--- config.mk ---
export PLATFORM = sky130hd
export DESIGN_NAME = cal_seq
export DESIGN_NICKNAME = d
export VERILOG_FILES = /design/src/rtl/cal_seq_pkg.sv /design/src/rtl/cal_mode_reg.sv /design/src/rtl/cal_tick_counter.sv /design/src/rtl/cal_cycle_timer.sv /design/src/rtl/cal_seq.sv
export SDC_FILE = /design/constraint.sdc
export NUM_CORES = 1
export LEC_CHECK = 0
export BUFFER_PORTS_ARGS = -buffer_cell sky130_fd_sc_hd__buf_2
export CAP_MARGIN = 10
export CORE_MARGIN = 2
export CORE_UTILIZATION = 30
export CTS_CLUSTER_SIZE = 16
export DETAILED_ROUTE_END_ITERATION = 10
export GPL_ROUTABILITY_DRIVEN = 0
export GPL_TIMING_DRIVEN = 0
export HOLD_SLACK_MARGIN = 0.02
export SLEW_MARGIN = 15
export SYNTH_ARGS = -nofsm -noshare
export SYNTH_HDL_FRONTEND = slang
export SYNTH_SLANG_ARGS = --single-unit
export TNS_END_PERCENT = 10
--- constraint.sdc ---
create_clock -name clk -period 1.95 [get_ports clk]
set_input_delay 0.39 -clock clk [delete_from_list [all_inputs] [get_ports clk]]
set_output_delay 0.39 -clock clk [all_outputs]
set_load 0.02 [all_outputs]
--- src/rtl/cal_seq_pkg.sv ---
package cal_seq_pkg;

  typedef enum logic [1:0] {
    CODE_NONE   = 2'b00,
    CODE_SELF   = 2'b01,
    CODE_SYS_ZS = 2'b10,
    CODE_SYS_FS = 2'b11
  } cal_code_e;

  typedef enum logic [2:0] {
    ST_IDLE,
    ST_ZERO,
    ST_FULL,
    ST_SETTLE,
    ST_PIPE
  } cal_state_e;

  function automatic int unsigned max2(int unsigned a, int unsigned b);
    return (a > b) ? a : b;
  endfunction

endpackage

--- src/rtl/cal_mode_reg.sv ---
module cal_mode_reg (
  input  logic       clk,
  input  logic       rst_n,
  input  logic       wr,
  input  logic [1:0] wdata,
  input  logic       clear,
  output logic [1:0] mode,
  output logic       accept
);
  import cal_seq_pkg::*;

  assign accept = wr && (wdata != CODE_NONE) && (mode == CODE_NONE);

  always_ff @(posedge clk or negedge rst_n) begin
    if (!rst_n) begin
      mode <= CODE_NONE;
    end else if (accept) begin
      mode <= wdata;
    end else if (clear) begin
      mode <= CODE_NONE;
    end
  end
endmodule

--- src/rtl/cal_tick_counter.sv ---
module cal_tick_counter #(
  parameter int unsigned W = 3
) (
  input  logic         clk,
  input  logic         rst_n,
  input  logic         clr,
  input  logic         en,
  input  logic [W-1:0] limit,
  output logic         done
);
  logic [W-1:0] cnt;

  assign done = en && (cnt == W'(limit - W'(1)));

  always_ff @(posedge clk or negedge rst_n) begin
    if (!rst_n) begin
      cnt <= '0;
    end else if (clr || done) begin
      cnt <= '0;
    end else if (en) begin
      cnt <= cnt + W'(1);
    end
  end
endmodule

--- src/rtl/cal_cycle_timer.sv ---
module cal_cycle_timer #(
  parameter int unsigned LIMIT = 16
) (
  input  logic clk,
  input  logic rst_n,
  input  logic run,
  output logic done
);
  localparam int unsigned TW = (LIMIT < 2) ? 1 : $clog2(LIMIT);

  logic [TW-1:0] cnt;

  assign done = run && (cnt == TW'(LIMIT - 1));

  always_ff @(posedge clk or negedge rst_n) begin
    if (!rst_n) begin
      cnt <= '0;
    end else if (!run || done) begin
      cnt <= '0;
    end else begin
      cnt <= cnt + TW'(1);
    end
  end
endmodule

--- src/rtl/cal_seq.sv ---
module cal_seq #(
  parameter int unsigned PHASE_PERIODS  = 3,
  parameter int unsigned SELF_SETTLE    = 3,
  parameter int unsigned SYS_SETTLE     = 1,
  parameter int unsigned PIPE_CYCLES    = 16
) (
  input  logic       clk,
  input  logic       rst_n,
  input  logic       mode_wr,
  input  logic [1:0] mode_wdata,
  input  logic       period_tick,
  input  logic       sync_hold,
  output logic [1:0] mode_bits,
  output logic       zs_active,
  output logic       fs_active,
  output logic       busy,
  output logic       drdy_n
);
  import cal_seq_pkg::*;

  localparam int unsigned MAX_PER = max2(PHASE_PERIODS, max2(SELF_SETTLE, SYS_SETTLE));
  localparam int unsigned CW      = $clog2(MAX_PER + 1);

  cal_state_e state_q, state_d;
  logic       self_q;
  logic       accept;
  logic       mode_clear;
  logic       tick_ok;
  logic       count_en;
  logic       per_done;
  logic       pipe_done;
  logic [CW-1:0] per_limit;

  cal_mode_reg u_mode (
    .clk    (clk),
    .rst_n  (rst_n),
    .wr     (mode_wr),
    .wdata  (mode_wdata),
    .clear  (mode_clear),
    .mode   (mode_bits),
    .accept (accept)
  );

  assign tick_ok  = period_tick && !sync_hold;
  assign count_en = tick_ok &&
                    (state_q == ST_ZERO || state_q == ST_FULL || state_q == ST_SETTLE);

  always_comb begin
    if (state_q == ST_SETTLE) begin
      per_limit = self_q ? CW'(SELF_SETTLE) : CW'(SYS_SETTLE);
    end else begin
      per_limit = CW'(PHASE_PERIODS);
    end
  end

  cal_tick_counter #(.W(CW)) u_periods (
    .clk   (clk),
    .rst_n (rst_n),
    .clr   (accept),
    .en    (count_en),
    .limit (per_limit),
    .done  (per_done)
  );

  cal_cycle_timer #(.LIMIT(PIPE_CYCLES)) u_pipe (
    .clk   (clk),
    .rst_n (rst_n),
    .run   (state_q == ST_PIPE),
    .done  (pipe_done)
  );

  always_comb begin
    state_d    = state_q;
    mode_clear = 1'b0;
    if (accept) begin
      state_d = (mode_wdata == CODE_SYS_FS) ? ST_FULL : ST_ZERO;
    end else begin
      unique case (state_q)
        ST_ZERO: begin
          if (per_done) begin
            if (self_q) begin
              state_d = ST_FULL;
            end else begin
              state_d    = ST_SETTLE;
              mode_clear = 1'b1;
            end
          end
        end
        ST_FULL: begin
          if (per_done) begin
            state_d    = ST_SETTLE;
            mode_clear = 1'b1;
          end
        end
        ST_SETTLE: begin
          if (per_done) state_d = ST_PIPE;
        end
        ST_PIPE: begin
          if (pipe_done) state_d = ST_IDLE;
        end
        default: state_d = ST_IDLE;
      endcase
    end
  end

  always_ff @(posedge clk or negedge rst_n) begin
    if (!rst_n) begin
      state_q <= ST_IDLE;
      self_q  <= 1'b0;
      drdy_n  <= 1'b1;
    end else begin
      state_q <= state_d;
      if (accept) begin
        self_q <= (mode_wdata == CODE_SELF);
        drdy_n <= 1'b1;
      end else if (state_q == ST_PIPE && pipe_done) begin
        drdy_n <= 1'b0;
      end
    end
  end

  assign zs_active = (state_q == ST_ZERO);
  assign fs_active = (state_q == ST_FULL);
  assign busy      = (state_q != ST_IDLE);

endmodule

==> Yosys cells after proc, flatten, opt, wreduce, memory -nomap -nowiden <==
Cells that the tools add are included.
{ "word_totals": {"register_bits": 13, "inputBits": 7, "output_inout_bits": 6, "word_cells": 63} }
{ "op_classes": {"add_sub_neg": 3, "n_eq_ne": 12, "mux": 22, "n_reduce_logical": 20} }
{ "ops": {"columns": ["cell", "n"], "rows": [
  ["2-to-1 mux 3 bit", 5],
  ["2-to-1 mux 2 bit", 7],
  ["case mux 3 bit (4 select lines)", 1],
  ["!= test 3 x 1 -> 1 bit (second input constant)", 3],
  ["nonzero test 2 bit", 4],
  ["logical AND 1 bit", 7],
  ["2-to-1 mux 1 bit", 7],
  ["== test 3 x 2 -> 1 bit (second input constant)", 2],
  ["adder 4 x 1 -> 4 bit (second input constant)", 1],
  ["== test 4 bit (second input constant)", 1],
  ["logical OR 1 bit", 4],
  ["2-to-1 mux 4 bit", 1],
  ["AND reduction 4 bit", 1],
  ["== test 3 x 1 -> 1 bit (second input constant)", 1],
  ["== test 3 bit (second input constant)", 1],
  ["!= test 3 bit (second input constant)", 1],
  ["nonzero test 3 bit", 1],
  ["adder 2 x 1 -> 2 bit (second input constant)", 1],
  ["== test 2 x 1 -> 1 bit (second input constant)", 1],
  ["== test 2 bit", 1],
  ["== test 2 bit (second input constant)", 1],
  ["zero test 1 bit", 2],
  ["zero test 2 bit", 1],
  ["case mux 1 bit (2 select lines)", 1],
  ["subtractor 2 x 1 -> 2 bit (second input constant)", 1]
]} }

==> Longest topological paths before layout <==
Gate-level depths: netlist (run 1).
{ "depth": {"ltp_word": 10, "depth_mapped": 5, "depth_no_buf": 5} }

==> Modules after synthesis <==
Synthesis (run 1) repeated with hierarchy kept, for this count alone.
{ "unflattened": {"hier_cells": 81, "hier_area_um2": 790.8} }
{ "modules_own_cells": {"columns": ["module", "instances", "cells_per_inst", "area_each_um2", "seq_area_each_um2"], "rows": [
  ["cal_seq", 1, 40, 364.1, 126.4],
  ["cal_cycle_timer", 1, 15, 173.9, 100.1],
  ["cal_tick_counter", 1, 18, 148.9, 50.0],
  ["cal_mode_reg", 1, 8, 103.8, 50.0]
]} }

==> Worst setup path before layout (run 1) <==
OpenSTA, ideal clock, no wires.
{ "synth_path": {"path_kind": "register to register", "start": "reg state_q[2]", "end": "reg state_q[1]", "setup_ps": 125, "t_arrival_ps": 1683, "setup_slack_ps": 142, "path_stages_with_launch": 6, "n_path_buf": 1, "path_cell_list": "dfrtp_1 > buf_6 > and4bb_4 > mux2_4 > a221oi_4 > mux2_4"} }
{ "synth_via": {"elab_chain_cells": 7, "elab_cells_between_ends": 19} }
{ "synth_lines": {"columns": ["element", "line_no", "rtl"], "rows": [
  ["start, declared", "cal_seq.sv:24", "cal_state_e state_q, state_d;"],
  ["start signal, assigned", "cal_seq.sv:112", "state_q <= state_d;"],
  ["== test 3 x 2 -> 1 bit (tied with other cells)", "cal_seq.sv:46, cal_seq.sv:49, cal_seq.sv:78", null],
  ["2-to-1 mux 2 bit / logical OR 1 bit (equally long branches)", "cal_seq.sv:49, cal_seq.sv:46", null],
  ["subtractor 2 x 1 -> 2 bit / logical OR 1 bit (equally long branches)", "cal_tick_counter.sv:13, cal_seq.sv:46", null],
  ["== test 2 bit / logical AND 1 bit (equally long branches)", "cal_tick_counter.sv:13, cal_seq.sv:45", null],
  ["logical AND 1 bit", "cal_tick_counter.sv:13", "assign done = en && (cnt == W'(limit - W'(1)));"],
  ["!= test 3 x 1 -> 1 bit (no source line)", null, null],
  ["AND reduction 4 bit (no source line)", null, null]
]} }
Parallel ways exist; a longest one is shown, timed or not.
A chain may end at the register's enable or synchronous reset.

==> Worst setup path in the final report (run 1) <==
Ends and elaborated chain as after synthesis.

==> metrics.yaml, run 1 <==
end_kind: "flip-flop"
clockBufferDepth: 2
gr-usage-all-layers: 0.117
maxSlewHeadroom: 0.739
path_common_cell: "mux2_4"
hold_viol_final: 0
drcViolationCount: 0
rsz0062_at_grt: "no"
p_leak_nw: 0.403
ys_seq_area_frac: 0.434
max_freq_mhz: 530
fillCellCount: 247
cts_tree: "done"
grt_antenna_before_repair: 0
setup_viol: 0
cts_resized: 0
hold_class: "primary input to flip-flop"
die_area_um2: 2930
critPathArrivalTime_ps: 2050
critical_path.max_fanout: 10
rows: 18
routedWlPerCell_um: 11.2
clock_skew_ps: 3.00
ff_latch_area_um2: 327
hpwlAfterDp_um: 1030
ctsHtreeMaxLevel: 1
path_cells: "buf_6 > and4bb_4 > mux2_4 > a221oi_4 > mux2_4"
clkSinkCount: 13
period_share: 0.968
antenna_cells: 0
layout_common_cells: "buf_2, dfrtp_1, nor2_1"
syn2layout_area_growth_pct: 17.8
critPathSlowestCell: "dfrtp_1"
grt_max_degree: 14
io_pins: 13
slowest_delay_ps: 380
worst_slew_pin_slew_ps: 392
start_util: 0.310
cap_viol_max_count: 0
setup_tns_ps: 0
multi_input_area_um2: 378
crit_type: "flip-flop to flip-flop"
dieWidth_um: 54.1
syn_area_um2: 753
place_inst: 116
wirelength_um: 1360
drt_iter0_drc: 10
port_buffers: 12
cp.required_ps: 2120
power-per-cell-area_nw_per_um2: 1360
cts.clk_slew.worst_paths_ps: 80
cts-buffers-inserted: 3
synth_cells: 74
grt_pass1_vias: 549
period_needed_ps: 1890
grt_pass1_wl_um: 2370
syn_nets: 82
nets: 100
slew_viol_final: 0
outcome: "finished clean"
yosysUniqueCellTypes: 30
startpoint_type: "flip-flop"
r2r_slack_ps: 60
post_cts_buffers: 0
layout.cells.non_filler: 121
viasPerCell: 4.79
drive_gt1_frac: 0.275
vias: 580
grt_overflow: 0
first_pass_iters: 4
clock-root-buffer: "clkbuf_4"
syn_avg_cell_area_um2: 10.2
clock_latency_ps: 270
synth_warnings: 0
antenna_left: 0
max-vdd-ir-drop_v: 0.000768
ys_ff_latch: 13
core_um2: 2430
dieHeight_um: 54.1
fin_area_um2: 887
postPlaceCellArea_um2: 851
==> worst max-delay path, delay by kind of cell, from the launching register on <==
| family | cells | cell delay (ps) |
|---|---|---|
| buffers and inverters | 1 | 140 |
| AO/OA/AOI/OAI | 1 | 280 |
| multiplexers | 2 | 660 |
| flip-flops | 1 | 380 |
| AND/OR/NAND/NOR | 1 | 320 |
==> power by group <==
part | switching (mW) | internal, mW | leakage [nW]
logic | 0.321 | 0.321 | 0.222
registers | 0.0561 | 0.343 | 0.166
clock network | 0.0862 | 0.0793 | 0.0150
==> through the flow <==
stage               worst slack (ps)  hold WS, ps  power [mW]   util
floorplan                        142         94.4       0.913      -
global placement                88.8          292        1.03  0.350
detailed placement              69.5          296        1.05  0.350
CTS                             54.5          375        1.22  0.365
global route                    18.5          376        1.31  0.365
finish                          62.1          386        1.21  0.365
==> kinds of logic (layout without fill, tap and decap cells) <==
logic type,Yosys count,count (layout),synth area share
buf+inv,7,24,0.0648
simple gates,32,32,0.248
compound gates,15,15,0.150
xor+xnor,3,3,0.0349
flops,13,13,0.434
fa+ha+maj,1,1,0.0166
mux,3,3,0.0532
==> final timing paths <==
kind | from | endpoint | depth (start not counted)
max | state_q[2] | state_q[1] | 5
min | mode_wdata[0] | u_mode.mode[0] | 2
max reg2reg | state_q[2] | state_q[1] | 5
min reg2reg | u_pipe.cnt[0] | u_pipe.cnt[0] | 1
max in group asynchronous | rst_n | drdy_n | 2
min in group asynchronous | rst_n | state_q[2] | 2
==> state kept, by name (all words and copies together), names as in the netlist <==
signal / cells
state_q: 3
drdy_n: 1
u_periods.cnt: 2
u_pipe.cnt: 4
self_q: 1
u_mode.mode: 2
==> Yosys cell counts <==
library cell  number  share of area
a21oi_1            4          0.027
a221oi_4           1          0.035
a22o_1             2          0.023
a31oi_1            1         0.0083
and2b_1            1          0.010
and4bb_4           1          0.022
buf_6              3          0.045
clkbuf_1           1         0.0050
dfrtp_1           12           0.40
dfstp_2            1          0.035
ha_1               1          0.017
inv_1              3          0.015
mux2_4             2          0.040
mux2i_1            1          0.013
nand2_1            2          0.010
nand2b_1           3          0.025
nand3_1            4          0.027
nand3b_1           2          0.020
nand4_1            2          0.017
nor2_1             9          0.045
nor2b_1            2          0.017
nor3b_1            2          0.020
o211a_1            1          0.013
o21ai_0            5          0.033
o21bai_1           1          0.010
or2_2              1         0.0083
or3_1              2          0.017
or3b_2             1          0.012
xnor2_1            1          0.012
xor2_1             2          0.023
==> metal layers <==
| metal | routed length, um | vias to the layer above | GRT usage |
|---|---|---|---|
| li1 | - | 300 | - |
| met1 | 717 | 262 | 0.160 |
| met2 | 553 | 16 | 0.167 |
| met3 | 71 | 2 | 0.0500 |
| met4 | 12 | 0 | 0.0375 |
| met5 | 0 | - | 0 |
==> timing repair <==
| action | CTS | global route |
|---|---|---|
| hold buffers | 1 | 0 |
| endpoints found under the hold margin | 12 | 0 |
| setup endpoints to repair | 0 | 0 |
==> cell type report <==
class                   count  area share
multi-input cells          54       0.426
well taps                  30      0.0423
inverters                   3      0.0127
clock buffers               4      0.0296
flip-flops and latches     13       0.368
plain buffers               4      0.0423
repair buffers             13      0.0790
Power figures use the tool's default switching activity.
==> inputs of run 2 (changes only) <==
- BUFFER_PORTS_ARGS: -buffer_cell sky130_fd_sc_hd__buf_2 -> not set
- DONT_BUFFER_PORTS: not set -> 1
==> run 2 against run 1 <==
Compared with the run above: cell count fell by 9.9%; hold slack got worse by 130 ps; utilization fell by 2.5 points; flip-flop and latch count did not move; register-to-register slack barely moved; final area fell by 6.8%; critical path type unchanged; sequential share of layout area rose by 2.7 points; maximum frequency fell by 0.25%; non-clock buffer count fell by 12; clock skew fell by 2.3 ps; die area did not move; largest cell class unchanged; highest routed layer unchanged; routed wire length rose by 0.52%.
==> metrics.yaml, run 2 (same netlist as run 1, synthesis figures left out) <==
outcome: "finished clean"
die_area_um2: 2930
grt_overflow: 0
path_cells: "buf_6 > and4bb_4 > mux2_4 > a221oi_4 > mux2_4"
setup_ws_ps: 57.4
max-vdd-ir-drop_v: 0.000759
r2r_slack_ps: 60
clock_skew_ps: 0.668
p_switching_mw: 0.456
cap_viol_max_count: 0
io_pins: 13
start_util: 0.310
drive_gt1_frac: 0.165
slew_viol_final: 0
syn2layout_area_growth_pct: 9.80
p_leak_nw: 0.356
hold_class: "primary input to flip-flop"
largest_register: "u_pipe.cnt"
cts_resized: 0
layout_common_cells: "dfrtp_1, nor2_1, o21ai_0"
nets: 88
rr_startpoint: "state_q[2]"
largest_reg_flops: 4
worst_slew_pin_slew_ps: 754
startpoint: "state_q[2]"
critPathBufInv: 1
fillCellCount: 261
cts.clk_slew.worst_paths_ps: 70
clock_latency_ps: 270
cts_tree: "done"
slowest_delay_ps: 380
layout_commonest_cell: "dfrtp_1"
end_kind: "flip-flop"
cp.required_ps: 2110
rr_endpoint: "state_q[1]"
cts-buffers-inserted: 3
grt_pass1_wl_um: 2300
routedWlPerCell_um: 12.5
setup_viol: 0
p_comb_frac: 0.490
clkSinkCount: 13
endpoint: "state_q[1]"
critical_path.max_fanout: 10
period_share: 0.971
crit_type: "flip-flop to flip-flop"
grt_antenna_before_repair: 0
clock-root-buffer: "clkbuf_4"
dieHeight_um: 54.1
preCtsSetupSlack_ps: 69.3
pwr-share-seq: 0.369
ctsHtreeMaxLevel: 1
path_common_cell: "mux2_4"
swShare: 0.393
clkPwrFrac: 0.141
clockBufferDepth: 2
cp.depth: 5
rows: 18
critPathArrivalTime_ps: 2050
multi_input_area_um2: 378
vias: 545
drt_iter0_drc: 16
postPlaceCellArea_um2: 791
startpoint_type: "flip-flop"
rsz0062_at_grt: "yes"
wirelength_um: 1360
grt_max_degree: 14
period_needed_ps: 1890
max_freq_mhz: 528
maxSlewHeadroom: 0.496
core_um2: 2430
fin_area_um2: 827
ff_latch_area_um2: 327
hpwlAfterDp_um: 1000
grt_pass1_vias: 508
port_buffers: 0
dieWidth_um: 54.1
power-per-cell-area_nw_per_um2: 1400
antenna_left: 0
critPathSlowestCell: "dfrtp_1"
largestRegisters: "u_pipe.cnt: 4 flops, state_q: 3 flops"
critPathTopFamily: "multiplexers"
viasPerCell: 5.00
internal-power_mw: 0.704
hold_viol_final: 0
first_pass_iters: 4
antenna_cells: 0
gr-usage-all-layers: 0.114
r2r_cells: 5
drcViolationCount: 0
## run 2: worst min-delay path by stage
stage | startpoint | to | slack (ps) | cells after the start
after global routing | mode_wdata[1] | u_mode.mode[1] | 230 | 1
final | mode_wdata[0] | u_mode.mode[0] | 250 | 1
after CTS | mode_wdata[0] | u_mode.mode[0] | 240 | 1
after floorplan | rst_n | self_q | 90 | 0
after detailed placement | rst_n | state_q[2] | 90 | 0
after global placement | rst_n | u_pipe.cnt[2] | 90 | 0
## run 2: what timing repair did
item | 4_1_cts | 5_1_grt
buffers inserted | 0 | 0
endpoints found under the setup margin | 0 | 1
hold buffers | 1 | 0
endpoints found under the hold margin | 13 | 0
## run 2: through the flow
stage / power (mW) / cells / setup TNS [ps] / hold slack [ps] / utilization
2_1_floorplan: 0.913 / 74 / 0 / 94.4 / -
3_3_place_gp: 0.973 / 104 / 0 / 94.7 / 0.325
3_5_place_dp: 0.991 / 104 / 0 / 94.8 / 0.325
4_1_cts: 1.17 / 109 / 0 / 244 / 0.340
5_1_grt: 1.25 / 109 / -2.59 / 231 / 0.340
6_report: 1.16 / 109 / 0 / 251 / 0.340
## run 2: routing by layer
layer | GRT usage | part of all wire | vias to the layer above
met5 | 0 | 0 | -
met2 | 0.146 | 0.39 | 23
met3 | 0.0528 | 0.074 | 2
met4 | 0.0583 | 0.014 | 0
li1 | - | - | 267
met1 | 0.158 | 0.52 | 253
## run 2: area by class of cell
cell class	count	area share
multi-input cells	54	0.457
flip-flops and latches	13	0.395
plain buffers	4	0.0454
well taps	30	0.0454
clock buffers	4	0.0318
inverters	3	0.0136
repair buffers	1	0.0121
## run 2: power by group through the flow
stage / Combinational (mW) / Clock [mW] / Sequential (mW)
5_1_grt: 0.620 / 0.194 / 0.437
4_1_cts: 0.568 / 0.172 / 0.427
3_3_place_gp: 0.546 / 0 / 0.427
3_5_place_dp: 0.561 / 0 / 0.430
2_1_floorplan: 0.495 / 0 / 0.418
6_report: 0.568 / 0.163 / 0.428
==> inputs of run 3 (changes only) <==
- CORE_UTILIZATION: 30 -> 50
- PLACE_DENSITY: not set -> 0.68
==> run 3 against run 2 <==
Compared with the run above: die area down 37%; setup slack lost 12 ps; highest routed layer unchanged; critical endpoint unchanged; sequential share of layout area shrank 0.59 points; clock-buffer cell count unchanged; combinational power is 8.8% higher; hold slack better by 14 ps; register-to-register slack about the same.
==> metrics.yaml, run 3 (same netlist as run 1, synthesis figures left out) <==
outcome: "finished clean"
dieHeight_um: 42.8
die_area_um2: 1830
fillCellCount: 133
cts_resized: 0
pwr-share-seq: 0.350
clock-root-buffer: "clkbuf_4"
max_freq_mhz: 525
layout.cells.non_filler: 99
io_pins: 13
viasPerCell: 5.47
setup_tns_ps: 0
largestRegisters: "u_pipe.cnt: 4 flops, state_q: 3 flops"
clkSinkCount: 13
layout_common_cells: "dfrtp_1, nor2_1, o21ai_0"
cts-buffers-inserted: 3
drcViolationCount: 0
preCtsSetupSlack_ps: 65.5
fin_area_um2: 840
setup_ws_ps: 45.4
period_needed_ps: 1900
layout_commonest_cell: "dfrtp_1"
cts.clk_slew.worst_paths_ps: 80
hpwlAfterDp_um: 925
clkPwrFrac: 0.139
maxSlewHeadroom: 0.492
port_buffers: 0
p_comb_frac: 0.511
largest_reg_flops: 4
nets: 92
internal-power_mw: 0.747
crit_type: "flip-flop to flip-flop"
worst_slew_pin_slew_ps: 761
drt_iter0_drc: 6
power-per-cell-area_nw_per_um2: 1440
p_switching_mw: 0.461
antenna_cells: 0
cts_tree: "done"
grt_max_degree: 14
critical_path.max_fanout: 7
largest_register: "u_pipe.cnt"
slew_viol_final: 0
grt_pass1_vias: 473
period_share: 0.977
max-vdd-ir-drop_v: 0.000737
clock_skew_ps: 7.89
drive_gt1_frac: 0.205
startpoint_type: "flip-flop"
postPlaceCellArea_um2: 773
first_pass_iters: 4
final_core_util: 0.577
hold-worst-slack_ps: 265
setup_viol: 0
hold_viol_final: 0
rows: 14
wirelength_um: 1350
antenna_left: 0
place_inst: 90
core_um2: 1450
grt_antenna_before_repair: 0
swShare: 0.382
p_leak_nw: 0.377
start_util: 0.518
dieWidth_um: 42.8
critPathArrivalTime_ps: 2060
p_total_mw: 1.21
clock_latency_ps: 280
end_kind: "flip-flop"
routedWlPerCell_um: 13.6
cap_viol_max_count: 0
clockBufferDepth: 2
grt_pass1_wl_um: 2140
cp.required_ps: 2110
ctsHtreeMaxLevel: 1
grt_overflow: 0
hold_class: "primary input to flip-flop"
vias: 542
syn2layout_area_growth_pct: 11.5
gr-usage-all-layers: 0.159
-- run 3: final timing paths --
check	start	to	slack [ps]	depth (start not counted)
max	state_q[2]	state_q[1]	50	5
min	mode_wdata[0]	u_mode.mode[0]	270	1
max reg2reg	state_q[2]	state_q[1]	50	5
min reg2reg	u_pipe.cnt[0]	u_pipe.cnt[0]	460	1
max in group asynchronous	rst_n	u_mode.mode[1]	1000	1
min in group asynchronous	rst_n	u_pipe.cnt[2]	550	1
-- run 3: final cells by class --
class / count / area, um2 / area share
buffer: 4 / 37.5 / 0.0447
clock buffer: 4 / 26.3 / 0.0313
inverter: 3 / 11.3 / 0.0134
multi-input combinational: 54 / 378 / 0.450
sequential: 13 / 327 / 0.389
tap: 16 / 20.0 / 0.0238
timing repair buffer: 5 / 40.0 / 0.0477
-- run 3: power by group through the flow --
stage               registers [mW]  clock network (mW)  logic, mW
floorplan                    0.418                   0      0.495
global placement             0.427                   0      0.551
detailed placement           0.430                   0      0.556
CTS                          0.424               0.172      0.565
global route                 0.438               0.182      0.674
finish                       0.423               0.168      0.618
-- run 3: critical path: stages (launching register included) --
cell and delay [ps]:
dfrtp_1 380, buf_6 130, and4bb_4 340, mux2_4 320
a221oi_4 290, mux2_4 320
-- run 3: per-layer routing --
layer,global-route usage,part of all wire
met5,0,0
met4,0.0938,0.021
met3,0.0298,0.037
met2,0.227,0.47
met1,0.220,0.47
-- run 3: what timing repair did --
item | 4_1_cts | 5_1_grt
endpoints found under the setup margin | 0 | 1
hold buffers | 1 | 0
hold endpoints to repair | 13 | 0
buffers inserted | 0 | 4
